==> config.mk <==
export PLATFORM = sky130hd
export DESIGN_NAME = lpwake_detect
export DESIGN_NICKNAME = d
export VERILOG_FILES = /design/src/rtl/lpwd_pkg.sv /design/src/rtl/lpwd_sync.sv /design/src/rtl/lpwd_glitch_filt.sv /design/src/rtl/lpwd_pin_qual.sv /design/src/rtl/lpwake_detect.sv
export SDC_FILE = /design/constraint.sdc
export NUM_CORES = 1
export LEC_CHECK = 0
export CAP_MARGIN = 20
export CORE_MARGIN = 5
export CORE_UTILIZATION = 42
export CTS_CLUSTER_SIZE = 8
export DETAILED_ROUTE_END_ITERATION = 16
export GPL_TIMING_DRIVEN = 0
export HOLD_SLACK_MARGIN = 0.08
export PLACE_DENSITY = 0.74
export SYNTH_ARGS = -nofsm -noshare
export SYNTH_HDL_FRONTEND = slang
export SYNTH_SLANG_ARGS = --single-unit
==> constraint.sdc <==
create_clock -name clk_i -period 1.4 [get_ports clk_i]
set_input_delay 0.28 -clock clk_i [delete_from_list [all_inputs] [get_ports clk_i]]
set_output_delay 0.28 -clock clk_i [all_outputs]
set_load 0.03 [all_outputs]
==> src/rtl/lpwd_pkg.sv <==
package lpwd_pkg;
   typedef enum logic [1:0] {
      EDGE_OFF  = 2'b00,
      EDGE_RISE = 2'b01,
      EDGE_FALL = 2'b10,
      EDGE_BOTH = 2'b11
   } edge_sel_e;
endpackage

==> src/rtl/lpwd_sync.sv <==
module lpwd_sync #(
   parameter int WIDTH  = 1,
   parameter int STAGES = 2
) (
   input  logic             clk_i,
   input  logic             rst_ni,
   input  logic [WIDTH-1:0] d_i,
   output logic [WIDTH-1:0] q_o
);
   if (STAGES < 2) begin : g_bad_stages
      $error("lpwd_sync: STAGES must be at least 2");
   end

   logic [STAGES-1:0][WIDTH-1:0] stage_q;

   always_ff @(posedge clk_i or negedge rst_ni) begin
      if (!rst_ni) stage_q <= '0;
      else         stage_q <= {stage_q[STAGES-2:0], d_i};
   end

   assign q_o = stage_q[STAGES-1];
endmodule

==> src/rtl/lpwd_glitch_filt.sv <==
module lpwd_glitch_filt #(
   parameter int CYCLES = 3
) (
   input  logic clk_i,
   input  logic rst_ni,
   input  logic en_i,
   input  logic lvl_i,
   output logic accept_o
);
   if (CYCLES < 1) begin : g_bad_cycles
      $error("lpwd_glitch_filt: CYCLES must be at least 1");
   end

   logic done_q;

   always_ff @(posedge clk_i or negedge rst_ni) begin
      if (!rst_ni)              done_q <= 1'b0;
      else if (!en_i || !lvl_i) done_q <= 1'b0;
      else if (accept_o)        done_q <= 1'b1;
   end

   if (CYCLES == 1) begin : g_direct
      assign accept_o = en_i & lvl_i & ~done_q;
   end else begin : g_count
      localparam int CW = $clog2(CYCLES);
      localparam logic [CW-1:0] LAST = CW'(CYCLES - 1);
      logic [CW-1:0] cnt_q;

      always_ff @(posedge clk_i or negedge rst_ni) begin
         if (!rst_ni)                          cnt_q <= '0;
         else if (!en_i || !lvl_i || accept_o) cnt_q <= '0;
         else if (!done_q)                     cnt_q <= cnt_q + 1'b1;
      end

      assign accept_o = en_i & lvl_i & ~done_q & (cnt_q == LAST);
   end
endmodule

==> src/rtl/lpwd_pin_qual.sv <==
module lpwd_pin_qual
   import lpwd_pkg::*;
(
   input  edge_sel_e sel_i,
   input  logic      lvl_i,
   input  logic      lvl_d_i,
   output logic      enabled_o,
   output logic      active_o,
   output logic      edge_o
);
   always_comb begin
      enabled_o = (sel_i != EDGE_OFF);
      active_o  = 1'b0;
      edge_o    = 1'b0;
      case (sel_i)
         EDGE_RISE: begin
            active_o = lvl_i;
            edge_o   = lvl_i & ~lvl_d_i;
         end
         EDGE_FALL: begin
            active_o = ~lvl_i;
            edge_o   = ~lvl_i & lvl_d_i;
         end
         EDGE_BOTH: begin
            active_o = lvl_i;
            edge_o   = lvl_i ^ lvl_d_i;
         end
         default: ;
      endcase
   end
endmodule

==> src/rtl/lpwake_detect.sv <==
module lpwake_detect
   import lpwd_pkg::*;
#(
   parameter int NUM_PINS    = 4,
   parameter int NUM_MODS    = 3,
   parameter int SYNC_STAGES = 2,
   parameter int FILT_CYCLES = 3
) (
   input  logic                  clk_i,
   input  logic                  rst_ni,
   input  logic [NUM_PINS-1:0]   wk_pin_i,
   input  logic                  rst_pin_i,
   input  logic [NUM_MODS-1:0]   mod_req_i,
   input  logic [2*NUM_PINS-1:0] pin_edge_cfg_i,
   input  logic [NUM_MODS-1:0]   mod_en_i,
   input  logic                  wk_filt_en_i,
   input  logic                  rst_filt_en_i,
   input  logic [NUM_PINS-1:0]   pin_clr_i,
   input  logic [NUM_MODS-1:0]   mod_clr_i,
   input  logic                  rst_clr_i,
   input  logic                  exit_clr_i,
   output logic                  wake_alert_o,
   output logic                  reset_req_o,
   output logic [NUM_PINS-1:0]   pin_flag_o,
   output logic [NUM_MODS-1:0]   mod_flag_o,
   output logic                  pin_rst_flag_o,
   output logic                  exit_flag_o,
   output logic                  cfg_err_o
);
   if (NUM_PINS < 1 || NUM_MODS < 1) begin : g_bad_counts
      $error("lpwake_detect: NUM_PINS and NUM_MODS must be at least 1");
   end

   localparam int SW     = NUM_PINS + 1;
   localparam int RST_IX = NUM_PINS;

   logic [SW-1:0]       syn, syn_d;
   logic [NUM_MODS-1:0] mod_syn, mod_set;
   logic [NUM_PINS-1:0] en_mask, act, edg, pin_set;
   logic                wk_acc, rst_acc, rst_evt;
   logic [NUM_PINS-1:0] pin_flag_q;
   logic [NUM_MODS-1:0] mod_flag_q;
   logic                prst_q, exit_q, rreq_q;

   lpwd_sync #(.WIDTH(SW), .STAGES(SYNC_STAGES)) u_pin_sync (
      .clk_i (clk_i),
      .rst_ni(rst_ni),
      .d_i   ({rst_pin_i, wk_pin_i}),
      .q_o   (syn)
   );

   lpwd_sync #(.WIDTH(NUM_MODS), .STAGES(SYNC_STAGES)) u_mod_sync (
      .clk_i (clk_i),
      .rst_ni(rst_ni),
      .d_i   (mod_req_i),
      .q_o   (mod_syn)
   );

   always_ff @(posedge clk_i or negedge rst_ni) begin
      if (!rst_ni) syn_d <= '0;
      else         syn_d <= syn;
   end

   for (genvar g = 0; g < NUM_PINS; g++) begin : g_pin
      lpwd_pin_qual u_qual (
         .sel_i    (edge_sel_e'(pin_edge_cfg_i[2*g +: 2])),
         .lvl_i    (syn[g]),
         .lvl_d_i  (syn_d[g]),
         .enabled_o(en_mask[g]),
         .active_o (act[g]),
         .edge_o   (edg[g])
      );
   end

   lpwd_glitch_filt #(.CYCLES(FILT_CYCLES)) u_wk_filt (
      .clk_i   (clk_i),
      .rst_ni  (rst_ni),
      .en_i    (wk_filt_en_i),
      .lvl_i   (|act),
      .accept_o(wk_acc)
   );

   lpwd_glitch_filt #(.CYCLES(FILT_CYCLES)) u_rst_filt (
      .clk_i   (clk_i),
      .rst_ni  (rst_ni),
      .en_i    (rst_filt_en_i),
      .lvl_i   (syn[RST_IX]),
      .accept_o(rst_acc)
   );

   always_comb begin
      if (wk_filt_en_i) pin_set = wk_acc ? act : '0;
      else              pin_set = edg;
      rst_evt = rst_filt_en_i ? rst_acc : (syn[RST_IX] & ~syn_d[RST_IX]);
      mod_set = mod_en_i & mod_syn;
   end

   always_comb begin
      cfg_err_o = 1'b0;
      for (int i = 0; i < NUM_PINS; i++) begin
         if (edge_sel_e'(pin_edge_cfg_i[2*i +: 2]) == EDGE_BOTH) cfg_err_o = wk_filt_en_i;
      end
   end

   always_ff @(posedge clk_i or negedge rst_ni) begin
      if (!rst_ni) begin
         pin_flag_q <= '0;
         mod_flag_q <= '0;
         prst_q     <= 1'b0;
         exit_q     <= 1'b0;
         rreq_q     <= 1'b0;
      end else begin
         pin_flag_q <= (pin_flag_q & ~pin_clr_i) | pin_set;
         mod_flag_q <= (mod_flag_q & ~mod_clr_i) | mod_set;
         prst_q     <= (prst_q & ~rst_clr_i) | rst_evt;
         exit_q     <= (exit_q & ~exit_clr_i) | (|pin_set) | (|mod_set) | rst_evt;
         rreq_q     <= rst_evt;
      end
   end

   assign pin_flag_o     = pin_flag_q;
   assign mod_flag_o     = mod_flag_q;
   assign pin_rst_flag_o = prst_q;
   assign exit_flag_o    = exit_q;
   assign reset_req_o    = rreq_q;
   assign wake_alert_o   = (|(pin_flag_q & en_mask)) | (|(mod_flag_q & mod_en_i));
endmodule

# After elaboration in Yosys (flattened, before gate mapping)

Index checks and enable logic that the tools add are counted.

Add/sub/neg operators: 2
Equal/unequal tests: 16
Multiplexer cells: 23
Bitwise logic cells: 48
Reductions and logical operators: 23

Operators with widths:

| operator                                             | count |
|---|---|
| equality test 2 bit (second input constant)          | 10 |
| bitwise AND 1 bit                                    | 17 |
| NOT 1 bit                                            | 13 |
| case mux 1 bit (3 select lines)                      | 4 |
| nonzero test 2 bit                                   | 6 |
| OR reduction 4 bit                                   | 3 |
| bitwise AND 3 bit                                    | 3 |
| 2-to-1 mux 1 bit                                     | 9 |
| bitwise AND 4 bit                                    | 2 |
| equality test 2 x 1 -> 1 bit (second input constant) | 4 |
| 2-to-1 mux 2 bit                                     | 4 |
| 2-to-1 mux 4 bit                                     | 2 |
| case mux 1 bit (2 select lines)                      | 4 |
| OR reduction 2 bit                                   | 4 |
| OR reduction 3 bit                                   | 2 |
| OR 1 bit                                             | 5 |
| adder 2 x 1 -> 2 bit (second input constant)         | 2 |
| logical NOT 1 bit                                    | 4 |
| logical OR 1 bit                                     | 4 |
| inequality test 2 bit (second input constant)        | 2 |
| NOT 4 bit                                            | 1 |
| OR 4 bit                                             | 1 |
| bitwise XOR 1 bit                                    | 4 |
| NOT 3 bit                                            | 1 |
| OR 3 bit                                             | 1 |

Register bits: 37
Bits of input ports: 32
Output and inout bits: 12
Word-level logic and storage cells: 126

# Longest topological paths before layout

Gate-level depths: netlist of the first run.

Depth after elaboration: 13
Gate-level depth with buffers: 7
Gate-level depth less buffers: 7

# By module

A second synthesis of the first run with hierarchy kept.

Cell total of the unflattened synthesis: 168
Area total of the unflattened synthesis: 1734.2 um^2

Modules (own cells, without submodules):

| module                  | times used | cells each | area an instance (um^2) |
|---|---|---|---|
| lpwake_detect           | 1          | 62         | 643.1 |
| lpwd_pin_qual           | 4          | 13         | 87.6 |
| lpwd_sync at u_pin_sync | 1          | 15         | 287.8 |
| lpwd_glitch_filt        | 2          | 15         | 140.1 |
| lpwd_sync at u_mod_sync | 1          | 9          | 172.7 |

# Worst setup path before layout of the first run

Ideal clock, no wire load.

Path kind: register to register
Start: register u_pin_sync.stage_q (netlist bit u_pin_sync.q_o[1])
End: register exit_q (netlist: exit_flag_o)
Library setup time: 133 ps
Arrival: 1298 ps
Slack: -31 ps
Stages on the path, launching flop included: 8
Path buffers: 0
Path through: dfrtp_1 > inv_1 > ha_1 > or2_0 > a31oi_1 > o22ai_1 > nor3_1 > nand4_1

Longest elaborated chain between the ends: 12
Elaborated cells between the ends (all ways): 16
Classes of those cells: mux: 4; bitwise: 10; reduce/logical: 2

RTL lines:

| item                            | RTL line                                 | source |
|---|---|---|
| start, declared                 | lpwd_sync.sv:14                          | `logic [STAGES-1:0][WIDTH-1:0] stage_q;` |
| start signal, assigned          | lpwd_sync.sv:18                          | `else stage_q <= {stage_q[STAGES-2:0], d_i};` |
| NOT 1 bit                       | lpwd_pin_qual.sv:21, lpwd_pin_qual.sv:22 |  |
| case mux 1 bit (2 select lines) | lpwd_pin_qual.sv:15                      | `case (sel_i)` |
| OR reduction 4 bit              | lpwake_detect.sv:79                      | `.lvl_i (\|act),` |
| bitwise AND 1 bit (3 in series) | lpwd_glitch_filt.sv:35                   | `assign accept_o = en_i & lvl_i & ~done_q & (cnt_q == LAST);` |
| 2-to-1 mux 4 bit                | lpwake_detect.sv:92                      | `if (wk_filt_en_i) pin_set = wk_acc ? act : '0;` |
| 2-to-1 mux 4 bit (*)            | lpwake_detect.sv:92                      |  |
| OR reduction 4 bit (*)          | lpwake_detect.sv:116                     | `exit_q <= (exit_q & ~exit_clr_i) \| (\|pin_set) \| (\|mod_set) \| rst_evt;` |
| OR 1 bit (*) (3 in series)      | lpwake_detect.sv:116                     |  |
| end signal, assigned            | lpwake_detect.sv:116                     |  |
| end, declared                   | lpwake_detect.sv:43                      | `logic prst_q, exit_q, rreq_q;` |

Every way passes the cells marked *; elsewhere a longest branch is shown, timed or not.
A chain may end at the register's enable or synchronous reset.

# Worst setup path in the final report of the first run

Start: register mod_flag_q[2] (netlist: mod_flag_o[2])
End: output port wake_alert_o

Longest elaborated chain between the ends: 3

RTL lines:

| item                   | RTL line             | source |
|---|---|---|
| start, declared        | lpwake_detect.sv:42  | `logic [NUM_MODS-1:0] mod_flag_q;` |
| start signal, assigned | lpwake_detect.sv:114 | `mod_flag_q <= (mod_flag_q & ~mod_clr_i) \| mod_set;` |
| bitwise AND 3 bit      | lpwake_detect.sv:126 | `assign wake_alert_o = (\|(pin_flag_q & en_mask)) \| (\|(mod_flag_q & mod_en_i));` |
| OR reduction 3 bit     | lpwake_detect.sv:126 |  |
| OR 1 bit               | lpwake_detect.sv:126 |  |
| end, declared          | lpwake_detect.sv:22  | `output logic wake_alert_o,` |

Every way passes these cells.

==> results of run 1 <==
-- state kept, by name, indices dropped and copies added (netlist names) --
name and flops:
syn_d 5, mod_flag_o 3, pin_flag_o 4, u_wk_filt.done_q 1, pin_rst_flag_o 1, u_rst_filt.done_q 1
u_wk_filt.g_count.cnt_q 2, u_pin_sync.stage_q 5, u_rst_filt.g_count.cnt_q 2, u_mod_sync.stage_q 3, u_pin_sync.q_o 5, exit_flag_o 1
reset_req_o 1, u_mod_sync.q_o 3
-- layout by cell type, fill, tap and decap left out --
master / n
o22a_1: 2
o21ai_1: 7
clkinv_2: 2
nor2b_1: 2
nand4_1: 3
and3b_1: 1
or2_0: 1
nor3_1: 5
nand2_1: 10
a21o_2: 1
a222oi_1: 1
buf_6: 1
a21oi_2: 2
a22oi_1: 2
ha_2: 1
buf_2: 1
clkbuf_1: 1
nor3b_1: 4
dlymetal6s2s_1: 2
clkdlybuf4s50_1: 19
clkbuf_2: 1
and4_1: 1
buf_4: 6
clkdlybuf4s15_1: 5
nand2b_1: 1
nand3b_1: 3
a21boi_1: 1
clkbuf_8: 5
dfrtp_1: 37
dlygate4sd2_1: 13
nor2_1: 14
a21oi_1: 12
o21ai_0: 6
a31oi_1: 1
o22ai_1: 1
ha_1: 9
inv_1: 19
-- cells in the mapped netlist --
master    count  area share (%)
and3b_1       1            0.56
nand2_1      10             2.4
nand3b_1      3             1.4
a222oi_1      1            0.64
a21boi_0      1            0.48
or2_0         1            0.40
o21ai_0      13             4.2
nor3_1        5             1.6
nor2_1       14             3.4
and4_1        1            0.56
a31oi_1       1            0.40
ha_1         10             8.0
nand2b_1      1            0.40
inv_1        19             4.6
a22oi_1       2            0.96
dfrtp_1      37              59
a21oi_1      14             4.5
o22a_1        2             1.1
nor3b_1       4             1.9
o22ai_1       1            0.40
nor2b_1       2            0.80
a21o_2        1            0.56
nand4_1       3             1.2
-- how the worst max path moves through the flow --
stage                                 start  cells after the start  slack (ns)            to
after floorplan           u_pin_sync.q_o[1]                      7        0.02   exit_flag_o
after global placement    pin_edge_cfg_i[4]                      5       -0.83  wake_alert_o
after detailed placement  pin_edge_cfg_i[4]                      5       -0.84  wake_alert_o
after CTS                 u_pin_sync.q_o[1]                      7       -0.17   exit_flag_o
after global routing      u_pin_sync.q_o[1]                      7       -0.25   exit_flag_o
final                         mod_flag_o[2]                      3       -0.16  wake_alert_o
-- critical path: cells and delay by family, from the launching register on --
family	cells	cell delay [ns]
compound gates	1	0.34
simple gates	1	0.12
buf+inv	1	0.15
flops	1	0.40
-- final cells by class --
type                    instances  area (sq um)  share of cell area [%]
repair buffers                 48         445.4                   20.66
multi-input cells              91         570.5                   26.47
clock inverters                 2         10.01                  0.4643
flip-flops and latches         37         925.9                   42.95
clock buffers                   6         72.57                   3.366
inverters                      19         71.32                   3.308
well taps                      48         60.06                   2.786
-- layer usage --
metal  vias to the layer above  global-route usage (%)
met3                         4                   5.398
li1                        611                       -
met1                       605                   14.43
met5                         -                       0
met2                        20                   24.61
met4                         0                   5.846
-- kinds of logic after synthesis --
family,count (synthesis),share of synthesized area (%)
simple gates,45,14.70
flops,37,59.44
compound gates,36,13.25
buf+inv,19,4.578
fa+ha+maj,10,8.032
-- stage by stage --
step / instance area [sq um] / hold WS, ns / TNS (ns) / cells / setup WS (ns)
after floorplan: 1558 / -0.01559 / 0 / 147 / 0.02001
after global placement: 2048 / 0.3328 / -29.22 / 238 / -0.8330
after detailed placement: 2043 / 0.3347 / -3.221 / 238 / -0.8393
after CTS: 2103 / 0.09791 / -0.3953 / 246 / -0.1710
after global routing: 2156 / 0.1492 / -0.5909 / 251 / -0.2468
final: 2156 / 0.08110 / -0.3595 / 251 / -0.1642
-- power by group --
part           internal [uW]  leakage (uW)  switching (uW)
logic                    221      0.000543             269
registers               1150      0.000449            58.5
clock network            344     0.0000450             341
total                   1720       0.00104             669
-- timing repair --
item | 4_1_cts | 5_1_grt
pin swaps | 3 | 5
gates cloned | 0 | 0
endpoints found under the setup margin | 14 | 11
setup buffers | 0 | 5
gates resized for setup | 38 | 15
==> flow_metrics.env, run 1 <==
export IMPL_drc=0
export IMPL_clk_insertion_delay_late_ns=0.28
export IMPL_clk_transition_reported_paths_ns=0.07
export IMPL_placementRows=22
export IMPL_postCtsHoldBufs=0
export IMPL_final_nets=244
export IMPL_rr_startpoint="u_pin_sync.q_o[1]"
export IMPL_power_density_nw_per_um2=1107
export IMPL_fin_worst_skew_ns=0.003988
export IMPL_max_cap_viol_count=0
export IMPL_fin_crit_ns=1.564
export IMPL_cp_slowest_cell="dfrtp_1"
export IMPL_cp_start_kind="flop"
export IMPL_worstPathArrival_ns=1.28
export IMPL_numPortBuffers=43
export IMPL_synth_cells=147
export IMPL_cp_end_kind="output port"
export IMPL_top_layer="met4"
export IMPL_violations="setup timing"
export IMPL_finalCoreUtilization_pct=59.33
export IMPL_fill_cells=333
export IMPL_viasPerCell=4.940
export IMPL_antenna_found_initial=0
export IMPL_run_status="complete, but fails checks"
export IMPL_chipWidth_um=70.90
export IMPL_cts_root_buf="clkbuf_8"
export IMPL_syn_to_final_growth_pct=38.39
export IMPL_ys_ff_latch=37
export IMPL_final_layout_size_suffix_gt1_share_pct=9.852
export IMPL_r2r_slack_ns=-0.15
export IMPL_ios=44
export IMPL_grt_pass1_vias=1277
export IMPL_yosysWarnings=0
export IMPL_met2WireLength_mm=1.827
export IMPL_cts_buffers_inserted=5
export IMPL_total_power_uw=2386
export IMPL_vias=1240
export IMPL_synth_area_sq_um=1558
export IMPL_path_cells="a222oi_1, nand2_1, buf_6"
export IMPL_crit_required_ns=1.12
export IMPL_grtUsageTotal_pct=13.83
export IMPL_grt_max_degree=38
export IMPL_cts_htree_levels=2
export IMPL_critPathKind="flop to output port"
export IMPL_design_core_area_sq_um=3633
export IMPL_worst_pin_slew_ns=0.7883
export IMPL_regToRegEndpoint="exit_flag_o"
export IMPL_hold_viol=0
export IMPL_start_util_pct=42.87
export IMPL_r2r_cells=7
export IMPL_place_hpwl_mm=2.499
export IMPL_place_gp_congestion=0.7724
export IMPL_grt_pass1_wl_mm=5.382
export IMPL_drv_slew=0
export IMPL_wl_met1_mm=1.352
export IMPL_grt_ovfl_total=0
export IMPL_setup_violations=3
export IMPL_hold_class="primary input to async pin"
export IMPL_drt_first_pass_iters=4
export IMPL_setup_slack_ns=-0.1642
export IMPL_max_stage_delay_ns=0.40
export IMPL_antenna_cells=0
export IMPL_routedWlPerCell_um=13.32
export IMPL_cts_tree="built"
export IMPL_die_area_sq_um=5027
export IMPL_drtIter0Drc=41
export IMPL_syn_num_nets=189
export IMPL_post_route_period_util_pct=111.7
export IMPL_slew_headroom_pct=47.44
export IMPL_ys_seq_area_share_pct=59.44
export IMPL_totalWireLength_mm=3.343
export IMPL_peakVddDrop_mv=0.6766
export IMPL_die_y_um=70.90
export IMPL_critPathMaxFanout=2
export IMPL_max_freq_mhz=639.3
export IMPL_p_leak_uw=0.001038
export IMPL_ys_types=23
export IMPL_cts_sinks=37
export IMPL_cts_path_max_buffers=2
export IMPL_ant_nets=0
export IMPL_rsz0062_at_grt="true"
export IMPL_synth_avg_cell_area_sq_um=10.60
export IMPL_wl_met3_um=138
Power figures use the tool's default switching activity.
==> run 2, diff against run 1 <==
- CORE_MARGIN: 5 -> not set
==> run 2 against run 1 <==
- the run still ends with setup timing left
- sequential power is essentially flat
- clock power up 2.9%
- maximum frequency is 1.4% higher
- flip-flop and latch count stayed put
- total power is 0.15% lower
- utilization increased by 2.4 points
- highest routed layer unchanged
==> flow_metrics.env, run 2 (synthesized netlist as in run 1, its figures left out) <==
export IMPL_wl_met1_mm=1.368
export IMPL_die_area_sq_um=3956
export IMPL_final_layout_size_suffix_gt1_share_pct=9.950
export IMPL_p_int_uw=1705
export IMPL_routedWlPerCell_um=12.96
export IMPL_place_hpwl_mm=2.385
export IMPL_cts_sinks=37
export IMPL_ant_nets=0
export IMPL_power_density_nw_per_um2=1121
export IMPL_cp_slowest_cell="dfrtp_1"
export IMPL_final_nets=242
export IMPL_rsz0062_at_grt="true"
export IMPL_wl_met3_um=193
export IMPL_clk_insertion_delay_late_ns=0.29
export IMPL_cts_path_max_buffers=2
export IMPL_drv_slew=0
export IMPL_ios=44
export IMPL_cp_depth=3
export IMPL_grt_pass1_wl_mm=5.582
export IMPL_die_y_um=62.90
export IMPL_antenna_cells=0
export IMPL_cts_tree="built"
export IMPL_seq_power_share_pct=50.7
export IMPL_fin_worst_skew_ns=0.004883
export IMPL_drtIter0Drc=70
export IMPL_clk_transition_reported_paths_ns=0.07
export IMPL_peakVddDrop_mv=0.7190
export IMPL_pre_cts_slack_ns=-0.8218
export IMPL_met2WireLength_mm=1.594
export IMPL_r2r_slack_ns=-0.12
export IMPL_p_comb_share_pct=19.7
export IMPL_worstPathArrival_ns=1.26
export IMPL_post_route_period_util_pct=110.2
export IMPL_cp_start_kind="flop"
export IMPL_grt_max_degree=38
export IMPL_viasPerCell=5.020
export IMPL_design_core_area_sq_um=3442
export IMPL_violations="setup timing"
export IMPL_power_frac_clock_pct=29.6
export IMPL_p_sw_share_pct=28.43
export IMPL_r2r_cells=7
export IMPL_cts_buffers_inserted=5
export IMPL_drc=0
export IMPL_hold_class="primary input to async pin"
export IMPL_vias=1240
export IMPL_netSwitchingPower_uw=677.4
export IMPL_max_cap_viol_count=0
export IMPL_setup_slack_ns=-0.1422
export IMPL_grt_ovfl_total=0
export IMPL_final_cell_mix="dfrtp_1 (36), clkdlybuf4s50_1 (19), inv_1 (18)"
export IMPL_grtUsageTotal_pct=18.67
export IMPL_chipWidth_um=62.90
export IMPL_run_status="complete, but fails checks"
export IMPL_placementRows=21
export IMPL_cts_root_buf="clkbuf_8"
export IMPL_fin_crit_ns=1.542
export IMPL_cp_end_kind="output port"
export IMPL_totalWireLength_mm=3.202
export IMPL_cp_top_family="flip-flops"
export IMPL_antenna_found_initial=0
export IMPL_drt_first_pass_iters=4
export IMPL_critPathKind="flop to output port"
export IMPL_setup_violations=3
export IMPL_critPathMaxFanout=2
export IMPL_start_util_pct=45.26
export IMPL_slew_headroom_pct=46.20
export IMPL_worst_pin_slew_ns=0.8070
export IMPL_hold_viol=0
export IMPL_crit_required_ns=1.12
export IMPL_finalCoreUtilization_pct=61.76
export IMPL_syn_to_final_growth_pct=36.47
export IMPL_layout_commonest_cell="dfrtp_1"
export IMPL_place_gp_congestion=0.8039
export IMPL_max_freq_mhz=648.4
export IMPL_grt_pass1_vias=1239
export IMPL_numPortBuffers=43
export IMPL_top_layer="met4"
export IMPL_cts_htree_levels=2
export IMPL_max_stage_delay_ns=0.38
export IMPL_critPathBufInv=1
export IMPL_p_leak_uw=0.001028
export IMPL_path_cells="a222oi_1, nand2_1, buf_6"
[run 2: worst paths after layout]
kind	from	to
min in group clk_i	mod_en_i[1]	mod_flag_o[1]
min reg2reg	u_mod_sync.stage_q[1]	u_mod_sync.q_o[1]
max	mod_flag_o[2]	wake_alert_o
max reg2reg	u_pin_sync.q_o[1]	exit_flag_o
min	rst_ni	u_pin_sync.q_o[2]
max in group asynchronous	rst_ni	u_pin_sync.q_o[1]
[run 2: cell type report]
type,instances,area (sq um)
Multi-Input combinational cell,91,566.8
Timing Repair Buffer,46,420.4
Clock buffer,6,72.57
Sequential cell,37,927.1
Clock inverter,2,10.01
Fill cell,310,1316
Tap cell,46,57.56
Inverter,19,71.32
[run 2: layer usage]
layer	track usage, %	vias up
met4	8.721	0
li1	-	604
met2	30.78	44
met5	0	-
met3	5.839	5
met1	21.97	587
[run 2: power groups by stage]
stage / logic (uW) / clock network, uW / registers [uW]
6_report: 468 / 706 / 1210
5_1_grt: 517 / 784 / 1220
4_1_cts: 464 / 733 / 1210
3_5_place_dp: 490 / 0 / 1230
3_3_place_gp: 475 / 0 / 1220
2_1_floorplan: 185 / 0 / 1280
[run 2: per-stage QoR]
step	instance area (sq um)	instances	power (uW)	TNS, ns	hold slack, ns
floorplan	1558	147	1464	0	-0.01559
global placement	2046	236	1697	-29.24	0.3318
detailed placement	2041	236	1719	-3.154	0.3347
CTS	2100	244	2405	-0.4077	0.09391
global route	2126	247	2518	-0.5770	0.1333
finish	2126	247	2382	-0.2959	0.07813
[run 2: worst reg2reg max path: stages (launching register included)]
cell and delay (ns):
dfrtp_2 0.41, inv_2 0.04, ha_2 0.15, or2_0 0.21, a31oi_1 0.20, o22ai_1 0.12
nor3_1 0.14, nand4_1 0.12
[run 2: what timing repair did]
| action | 4_1_cts | 5_1_grt |
|---|---|---|
| hold buffers | 0 | 0 |
| pin swaps | 6 | 9 |
| cloned | 0 | 0 |
| endpoints found under the setup margin | 14 | 8 |
| hold endpoints to repair | 0 | 0 |
| gates resized for setup | 37 | 12 |
| setup buffers | 0 | 3 |
==> run 3, diff against run 2 <==
- CORE_UTILIZATION: 42 -> 47
- PLACE_DENSITY: 0.74 -> 0.79
- clock period: 1.4 -> 1.62 ns (I/O delays scaled with it)
==> run 3 against run 2 <==
- the run still ends with setup timing left
- first-iteration DRC count down 30%
- wire length is 2.8% lower
- count of clock-buffer cells in the layout is 1 higher
- global-route usage grew 2.0 points
- critical path depth did not move
- cell count fell by 1.6%
- register-to-register slack improved by 0.21 ns
- utilization rose by 5.7 points
- clock power fell by 31%
- critical path type unchanged
- critical endpoint unchanged
==> flow_metrics.env, run 3 (synthesized netlist as in run 1, its figures left out) <==
export IMPL_die_area_sq_um=3549
export IMPL_tns_ns=-0.01157
export IMPL_placementRows=20
export IMPL_place_hpwl_mm=2.339
export IMPL_r2r_slack_ns=0.09
export IMPL_wl_met3_um=193
export IMPL_antenna_found_initial=0
export IMPL_worst_pin_slew_ns=0.7887
export IMPL_setup_slack_ns=-0.01157
export IMPL_grt_ovfl_total=0
export IMPL_final_nets=241
export IMPL_fill_cells=275
export IMPL_hold_viol=0
export IMPL_design_core_area_sq_um=3103
export IMPL_routedWlPerCell_um=12.80
export IMPL_clk_insertion_delay_late_ns=0.34
export IMPL_critPathMaxFanout=3
export IMPL_cp_start_kind="flop"
export IMPL_grt_pass1_vias=1258
export IMPL_cts_buffers_inserted=5
export IMPL_numPortBuffers=43
export IMPL_cts_htree_levels=2
export IMPL_hold_class="primary input to flop"
export IMPL_drc=0
export IMPL_critPathKind="flop to output port"
export IMPL_max_cap_viol_count=0
export IMPL_power_density_nw_per_um2=923.6
export IMPL_drv_slew=0
export IMPL_crit_required_ns=1.30
export IMPL_peakVddDrop_mv=0.5715
export IMPL_die_y_um=59.57
export IMPL_cts_tree="built"
export IMPL_rsz0062_at_grt="true"
export IMPL_fin_worst_skew_ns=0.01029
export IMPL_chipWidth_um=59.57
export IMPL_slew_headroom_pct=47.42
export IMPL_wl_met1_mm=1.304
export IMPL_pre_cts_slack_ns=-0.6785
export IMPL_p_leak_uw=0.001011
export IMPL_place_gp_congestion=0.7926
export IMPL_start_util_pct=50.20
export IMPL_vias=1239
export IMPL_totalWireLength_mm=3.111
export IMPL_setup_violations=1
export IMPL_hold_start="mod_en_i[2]"
export IMPL_post_route_period_util_pct=100.7
export IMPL_viasPerCell=5.099
export IMPL_met2WireLength_mm=1.537
export IMPL_worstSetupStartpoint="mod_flag_o[2]"
export IMPL_cp_end_kind="output port"
export IMPL_grtUsageTotal_pct=20.64
export IMPL_top_layer="met4"
export IMPL_layout_commonest_cell="dfrtp_1"
export IMPL_cts_root_buf="clkbuf_4"
export IMPL_antenna_cells=0
export IMPL_cts_path_max_buffers=2
export IMPL_final_cell_mix="dfrtp_1 (37), clkdlybuf4s50_1 (20), inv_1 (19), dlygate4sd2_1 (19)"
export IMPL_violations="setup timing"
export IMPL_fin_crit_ns=1.632
export IMPL_hold_ws_ns=0.3198
export IMPL_final_layout_size_suffix_gt1_share_pct=6.030
export IMPL_ios=44
export IMPL_ant_nets=0
export IMPL_clk_transition_reported_paths_ns=0.10
export IMPL_drtIter0Drc=49
export IMPL_grt_max_degree=38
export IMPL_rr_startpoint="u_pin_sync.q_o[1]"
export IMPL_drt_first_pass_iters=4
export IMPL_grt_pass1_wl_mm=5.216
export IMPL_run_status="complete, but fails checks"
export IMPL_max_freq_mhz=612.9
export IMPL_worstPathArrival_ns=1.31
export IMPL_syn_to_final_growth_pct=34.38
export IMPL_cts_sinks=37
-- run 3: where the power goes --
| part | total [uW] | internal [uW] | switching (uW) |
|---|---|---|---|
| registers | 1040 | 994 | 49.4 |
| logic | 402 | 180 | 222 |
| clock network | 488 | 205 | 283 |
| total | 1930 | 1380 | 555 |
-- run 3: routing by layer --
metal,vias to the layer above,GRT usage [%]
met2,41,34.51
met5,-,0
met4,0,8.306
met1,583,23.82
met3,10,7.860
li1,605,-
-- run 3: cell type report --
class	instances	area (sq um)	share of cell area [%]
multi-input cells	91	565.5	27.02
repair buffers	45	420.4	20.08
inverters	19	71.32	3.407
well taps	44	55.05	2.630
flip-flops and latches	37	925.9	44.23
clock buffers	7	55.05	2.630
-- run 3: worst paths after layout --
kind / to / cells past startpoint
min reg2reg: u_mod_sync.q_o[1] / 0
max in group asynchronous: u_mod_sync.stage_q[1] / 2
min: mod_flag_o[2] / 3
max reg2reg: exit_flag_o / 7
max: wake_alert_o / 3
min in group asynchronous: u_pin_sync.q_o[1] / 2
-- run 3: metrics by stage --
step                      utilization, %  cell area [sq um]  cells  power (uW)
after floorplan                        -               1558    147        1265
after global placement             65.85               2043    234        1466
after detailed placement           65.69               2038    234        1485
after CTS                          67.02               2079    243        1948
after global routing               67.46               2093    243        2050
final                              67.46               2093    243        1933
-- run 3: critical path, stage by stage (launching register included) --
cell      delay (ns)
dfrtp_1         0.41
a222oi_1        0.30
nand2_1         0.10
buf_6           0.15
-- run 3: timing repair --
item	4_1_cts	5_1_grt
endpoints found under the hold margin	17	0
setup buffers	1	0
endpoints found under the setup margin	13	2
resized for setup	35	5
hold buffers	1	0
gates cloned	0	0
pin swaps	1	0
